## src/rtl/adc_rd_pkg.sv

```systemverilog
// Package: shared types for the converter control block.
// Assumes: nothing beyond IEEE 1800-2017.
package adc_rd_pkg;

    // Which half of the result the read bus presents.
    typedef enum logic {
        PICK_UPPER = 1'b0,
        PICK_LOWER = 1'b1
    } byte_pick_e;

endpackage

```

## src/rtl/conv_timer.sv

```systemverilog
// conv_timer: owns BUSY and the conversion countdown.
// Starts a conversion when idle and a start request is seen without power-down.
// Ends it after CONV_CYCLES cycles (done pulses on the final edge), or at once on power-down.
// Assumes: start_req and pwrdn are synchronous to clk.
module conv_timer #(
    parameter int CONV_CYCLES = 16
) (
    input  logic clk,
    input  logic rst_n,
    input  logic start_req,
    input  logic pwrdn,
    output logic busy,
    output logic done
);
    localparam int CW = (CONV_CYCLES > 1) ? $clog2(CONV_CYCLES) : 1;
    localparam logic [CW-1:0] LAST = CW'(CONV_CYCLES - 1);

    logic [CW-1:0] cnt_q;
    logic          busy_q;

    // Purpose: BUSY state and countdown of the remaining conversion cycles.
    always_ff @(posedge clk) begin
        if (!rst_n) begin
            busy_q <= 1'b1;
            cnt_q  <= '0;
        end else if (busy_q) begin
            if (start_req && !pwrdn) begin
                busy_q <= 1'b0;
                cnt_q  <= LAST;
            end
        end else if (pwrdn || cnt_q == '0) begin
            busy_q <= 1'b1;
        end else begin
            cnt_q <= cnt_q - 1'b1;
        end
    end

    // Purpose: flag the edge on which a conversion completes normally.
    always_comb begin
        done = !busy_q && !pwrdn && (cnt_q == '0);
    end

    assign busy = busy_q;
endmodule

```

## src/rtl/result_reg.sv

```systemverilog
// result_reg: holds the last completed conversion result.
// Assumes: load is a single-cycle pulse from the timer.
module result_reg #(
    parameter int RES_W = 12
) (
    input  logic             clk,
    input  logic             rst_n,
    input  logic             load,
    input  logic [RES_W-1:0] din,
    output logic [RES_W-1:0] q
);
    // Purpose: capture the sample when a conversion finishes, hold otherwise.
    always_ff @(posedge clk) begin
        if (!rst_n) begin
            q <= '0;
        end else if (load) begin
            q <= din;
        end
    end
endmodule

```

## src/rtl/byte_mux.sv

```systemverilog
// byte_mux: combinational read path from the result to the bus.
// The upper selection carries the top BUS_W result bits.
// The lower selection carries the remaining bits left-justified, with zero fill below.
// Assumes: BUS_W < RES_W <= 2*BUS_W.
module byte_mux
    import adc_rd_pkg::*;
#(
    parameter int RES_W = 12,
    parameter int BUS_W = 8
) (
    input  logic [RES_W-1:0] result,
    input  logic             byte_sel,
    input  logic             oe,
    output logic [BUS_W-1:0] data
);
    localparam int LO_W  = RES_W - BUS_W;
    localparam int PAD_W = BUS_W - LO_W;

    byte_pick_e       pick;
    logic [BUS_W-1:0] upper;
    logic [BUS_W-1:0] lower;

    assign pick  = byte_pick_e'(byte_sel);
    assign upper = result[RES_W-1 -: BUS_W];

    generate
        if (PAD_W > 0) begin : g_pad
            assign lower = {result[LO_W-1:0], {PAD_W{1'b0}}};
        end else begin : g_nopad
            assign lower = result[LO_W-1:0];
        end
    endgenerate

    // Purpose: pick the half and force zeros while the bus is disabled.
    always_comb begin
        if (!oe) begin
            data = '0;
        end else if (pick == PICK_LOWER) begin
            data = lower;
        end else begin
            data = upper;
        end
    end
endmodule

```

## src/rtl/adc_readout_ctrl.sv

```systemverilog
// adc_readout_ctrl: top of the converter control and parallel read port.
// The two active-low selects are combined by OR and are level sensitive.
// A conversion request is both of them low together.
// Assumes: all inputs are synchronous to clk; sample_in is valid on the edge a conversion ends.
module adc_readout_ctrl #(
    parameter int CONV_CYCLES = 16,
    parameter int RES_W       = 12,
    parameter int BUS_W       = 8
) (
    input  logic             clk,
    input  logic             rst_n,
    input  logic             cs_n,
    input  logic             rc_n,
    input  logic             pwrdn,
    input  logic             byte_sel,
    input  logic [RES_W-1:0] sample_in,
    output logic             busy,
    output logic [BUS_W-1:0] bus_data,
    output logic             bus_oe
);
    logic             sel_low;
    logic             conv_done;
    logic [RES_W-1:0] res_q;

    // Purpose: decode the two selects into a convert request and a read enable.
    always_comb begin
        sel_low = !(cs_n || rc_n);
        bus_oe  = rc_n && !cs_n;
    end

    conv_timer #(.CONV_CYCLES(CONV_CYCLES)) u_timer (
        .clk       (clk),
        .rst_n     (rst_n),
        .start_req (sel_low),
        .pwrdn     (pwrdn),
        .busy      (busy),
        .done      (conv_done)
    );

    result_reg #(.RES_W(RES_W)) u_result (
        .clk   (clk),
        .rst_n (rst_n),
        .load  (conv_done),
        .din   (sample_in),
        .q     (res_q)
    );

    byte_mux #(.RES_W(RES_W), .BUS_W(BUS_W)) u_mux (
        .result   (res_q),
        .byte_sel (byte_sel),
        .oe       (bus_oe),
        .data     (bus_data)
    );
endmodule

```

## config.mk

```make
export PLATFORM = sky130hd
export DESIGN_NAME = adc_readout_ctrl
export DESIGN_NICKNAME = d
export VERILOG_FILES = /design/src/rtl/adc_rd_pkg.sv /design/src/rtl/conv_timer.sv /design/src/rtl/result_reg.sv /design/src/rtl/byte_mux.sv /design/src/rtl/adc_readout_ctrl.sv
export SDC_FILE = /design/constraint.sdc
export NUM_CORES = 1
export LEC_CHECK = 0
export BUFFER_PORTS_ARGS = -buffer_cell sky130_fd_sc_hd__buf_2
export CORE_MARGIN = 3
export CORE_UTILIZATION = 50
export CTS_CLUSTER_SIZE = 16
export DETAILED_ROUTE_END_ITERATION = 10
export GPL_TIMING_DRIVEN = 0
export PLACE_DENSITY = 0.84
export SYNTH_ARGS = -nofsm -noshare
export SYNTH_HDL_FRONTEND = slang
export SYNTH_SLANG_ARGS = --single-unit
```

## constraint.sdc

```tcl
create_clock -name clk -period 4 [get_ports clk]
set_input_delay 1.2 -clock clk [delete_from_list [all_inputs] [get_ports clk]]
set_output_delay 1.2 -clock clk [all_outputs]
set_load 0.005 [all_outputs]
```

# Word-level counts from Yosys, hierarchy flattened
# Index checks and enable logic that the tools add are counted.
# W data, S select, Z words.
# word_totals
inputBits	18
output_inout_bits	10
ff_bits	17
word_cells	26
# op_classes
eq_ne	2
reduce_logical	12
add_sub_neg	1
mux	8
# ops
op	n
$mux W8	2
$mux W4	3
$logic_and A1 B1 Y1	4
$logic_not A1 Y1	4
$logic_not A4 Y1	1
$sub A4 B1 Y4 const B	1
$mux W1	3
$logic_or A1 B1 Y1	2
$ne A2 B1 Y1 const B	1
$ne A2 B2 Y1 const B	1
$reduce_and A2 Y1	1

# Depth between registers and ports, before layout
# depth
ltp_word	5
depth_mapped	6
ltp_nobuf	5

# By module
# From an unflattened synthesis, not the netlist that was laid out.
# unflattened
hier_cells	85
hier_area_um2	862.1
# modules_own_cells
module	instances	cells_each	seq_area_each_um2	area_per_inst_um2
result_reg	1	38	240.2	450.4
conv_timer	1	31	100.1	279.0
byte_mux	1	14	0.0	115.1
adc_readout_ctrl	1	2	0.0	17.5

# Least setup slack after synthesis
# OpenSTA, ideal clock, no wires.
# synth_timing
path_kind	input-to-output
from	input byte_sel
to	output bus_data[0]
t_required_ps	2800
cell_stages	3
path_buffers	1
slack_ps	1105
arrival_ps	1695
path_cell_list	clkbuf_1 > nor2_1 > and2_1
# synth_via
elab_chain_cells	2
# synth_rtl
item	line_no	source
from (decl)	adc_readout_ctrl.sv:15	input logic byte_sel,
$mux W8	byte_mux.sv:38	end else if (pick == PICK_LOWER) begin
$mux W8	byte_mux.sv:36	if (!oe) begin
to (decl)	adc_readout_ctrl.sv:18	output logic [BUS_W-1:0] bus_data,
# Every way passes these cells.

# Final worst setup path
# layout_timing
from	input cs_n
to	output bus_data[3]
# layout_via
elab_chain_cells	3
# layout_rtl
item	line_no	source
from (decl)	adc_readout_ctrl.sv:12	input logic cs_n,
$logic_not A1 Y1	adc_readout_ctrl.sv:28	bus_oe = rc_n && !cs_n;
$logic_and A1 B1 Y1	adc_readout_ctrl.sv:28	
$mux W8	byte_mux.sv:36	
# Every way passes these cells.

==> results by group <==
Synth
  • Gate Count Post-Synth: 98
  • Average footprint of a synthesized cell: 8.554 sq um
  • Ys flop type: dfxtp_1
  • Share of the synthesized area in the top cell type: 40.60%
  • Yosys warnings: 0
  • Ranking of synthesized cells by area: dfxtp_1 41%, a21oi_1 7.2%, nand3_1 7.2%
  • Syn_nets: 117
  • Asr flop ratio synth: 0%
  • Number of synthesized register bits: 17
  • Synthesized area: 838.3 sq um
  • Synth cell types: 29
  • Post-synth EDFFs: 0
  • Register area share after synthesis: 40.60%
  • Yosys top cell by area: dfxtp_1

Worst setup path
  • Worst Setup SP: cs_n
  • Reg2reg end: u_result.q[9]
  • Max incr delay on CP: 0.25 ns
  • Critical path required time: 2.80 ns
  • Flop2flop setup slack: 2.35 ns
  • Crit path max fanout: 6
  • Reg2reg path depth: 6
  • Crit path DAT: 2.05 ns
  • Endpoint class of the critical path: output pin
  • Critical Path Most Common Cell: buf_2
  • Crit path cell chain: buf_2 -> nand2b_1 -> nor2_1 -> and2_1 -> buf_2
  • Slowest cell on crit path: nor2_1
  • Startpoint types: input port
  • R2R Path Start: u_timer.cnt_q[0]
  • Crit Path Class: in -> out

Cells and area
  • Final Core Density: 65.50%
  • # diodes: 0
  • Nets: 147
  • Fillers: 136
  • Share of cells above drive strength 1: 29.13%
  • Area Overhead vs Synth: 20.45%
  • Cell area after layout: 1010 sq um

Drt
  • Drt first pass iters: 4
  • DR vias: 821
  • Avg WL per Cell: 13.44 um
  • Routed Antenna Nets: 0
  • Routed wire length: 1922 um
  • DRT iter0 DRCs: 35
  • Post-route DRC: 0
  • Vias per cell: 5.741

STA
  • Fmax: 307.8 MHz
  • Final setup viols: 0
  • Worst hold margin: 0.4795 ns
  • Post-layout min period: 3.249 ns
  • Worst Skew: 0.002557 ns
  • Crit share post-route: 81.23%
  • RSZ-0062 raised after global routing: false
  • Relative max-transition margin: 66.64%
  • Setup_tns: 0 ns
  • Pins Over Slew Limit: 0
  • Slew @ Worst Pin: 0.4966 ns
  • Final hold vios: 0

Power
  • Leakage: 0.4399 nW
  • Total power: 0.3137 mW
  • Comb power frac: 14.0%
  • P_int: 0.2338 mW
  • Flop pwr share: 57.3%
  • Clk network pwr share: 28.7%
  • VDD IR max: 254.4 uV
  • Sw frac: 25.48%
  • Switch Pwr: 0.07994 mW
  • P per Cell Area: 310.7 nW/um^2

Floorplanning
  • I/O Pins: 28
  • Die area: 2204 sq um
  • Rows: 14
  • Starting Density: 54.38%
  • Die height: 46.95 um
  • Core area: 1541 sq um
  • Die Width: 46.95 um

Global route
  • GRT Residual Overflow: 0
  • First-pass GRT wire length: 3111 um
  • Tot GR Track Use: 19.80%
  • Largest net degree at the start of global routing: 11
  • Initial antenna violation count: 0
  • Vias in the first global route: 737

Place
  • IO Port Bufs: 25
  • Hpwl dp: 1428 um
  • Cell Area, Placed: 983.4 sq um
  • Final GP Congestion: 0.7306

Clocking
  • Hold Buf Count CTS: 0
  • Post-CTS sizing: 0
  • Clock Latency Late Sink: 0.28 ns
  • Reg clk slew, reported paths: 0.10 ns
  • Clock sink total: 17
  • CTS buffer count: 3
  • # Post-CTS Setup Buffers: 0
  • Root Driver: clkbuf_4
  • CTS Buffer Depth: 2
  • H-Tree Depth: 1
  • CTS tree: built

Outcome
  • Status: finished clean

Min path
  • Hold Startpoint: u_result.q[6]
  • Hold path endpoint: u_result.q[6]
  • Hold path cells: 2
  • Hold Crit Class: reg -> reg

Job
  • Total of max-cap violations: 0
[registers in the layout, summed over array words and instances (netlist names)]
| register | count |
|---|---|
| u_result.q | 12 |
| u_timer.cnt_q | 4 |
| u_timer.busy | 1 |
[area by class of cell]
type | instances | area, sq um | share of cell area, %
plain buffers | 7 | 36.28 | 3.594
clock buffers | 4 | 26.28 | 2.602
inverters | 7 | 26.28 | 2.602
multi-input cells | 67 | 435.4 | 43.12
flip-flops and latches | 17 | 340.3 | 33.70
well taps | 16 | 20.02 | 1.983
repair buffers | 25 | 125.1 | 12.39
[placed cells by master, fill, tap and decap left out, drive strengths merged]
| cell type | n |
|---|---|
| nand2 | 1 |
| o21a | 1 |
| nand3 | 12 |
| nand4b | 1 |
| nor4b | 1 |
| buf | 28 |
| a31oi | 1 |
| o311a | 1 |
| o221a | 1 |
| nor3 | 2 |
| inv | 7 |
| clkbuf | 8 |
| nor2 | 5 |
| a21oi | 12 |
| o211a | 1 |
| o41ai | 1 |
| ha | 1 |
| o21ai | 12 |
| and2 | 4 |
| dfxtp | 17 |
| or4b | 1 |
| mux2 | 1 |
| a31o | 1 |
| nand2b | 2 |
| o311ai | 1 |
| mux2i | 4 |
[metal layers]
| layer | GRT usage (%) | share of wire [%] | vias up |
|---|---|---|---|
| li1 | - | - | 416 |
| met1 | 22.72 | 41 | 375 |
| met2 | 36.04 | 52 | 26 |
| met3 | 3.831 | 6.4 | 4 |
| met4 | 7.182 | 0.99 | 0 |
| met5 | 0 | 0 | - |
[stage by stage]
| stage | setup slack (ns) | instances |
|---|---|---|
| floorplan | 1.105 | 98 |
| global placement | 0.7721 | 139 |
| detailed placement | 0.7721 | 139 |
| CTS | 0.7713 | 143 |
| global route | 0.7095 | 143 |
| finish | 0.7509 | 143 |
[synth_stat cells (4+ instances only)]
cell type	instances
o21ai_1	9
and2_1	4
clkbuf_1	4
inv_1	7
dfxtp_1	17
nand3_1	12
a21oi_1	12
nor2_1	5
mux2i_1	4
[critical path: cells and delay by family]
family / cells / cell delay [ns]
AND/OR/NAND/NOR: 3 / 0.65
buffers and inverters: 2 / 0.21
[power by group through the flow]
| stage | clock, mW | sequential (mW) | combinational, mW |
|---|---|---|---|
| 6_report | 0.0900 | 0.180 | 0.0440 |
| 5_1_grt | 0.0982 | 0.180 | 0.0490 |
| 4_1_cts | 0.0922 | 0.180 | 0.0440 |
| 3_5_place_dp | 0 | 0.184 | 0.0438 |
| 3_3_place_gp | 0 | 0.183 | 0.0429 |
| 2_1_floorplan | 0 | 0.182 | 0.0288 |
[how the worst max path moves through the flow]
stage	to	slack [ns]	cells after the start
floorplan	bus_data[0]	1.11	3
global placement	bus_data[0]	0.77	5
detailed placement	bus_data[3]	0.77	5
CTS	bus_data[3]	0.77	5
global route	bus_data[1]	0.71	5
finish	bus_data[3]	0.75	5
[cells by family (layout without fill, tap and decap cells)]
group	after synthesis	count (layout)	share of synthesized area, %
compound gates	32	32	23.29
fa+ha+maj	1	1	1.492
buf+inv	14	43	7.463
flops	17	17	40.60
mux	5	5	6.119
simple gates	29	29	21.04
No activity file was read; power rests on OpenSTA's default activity.
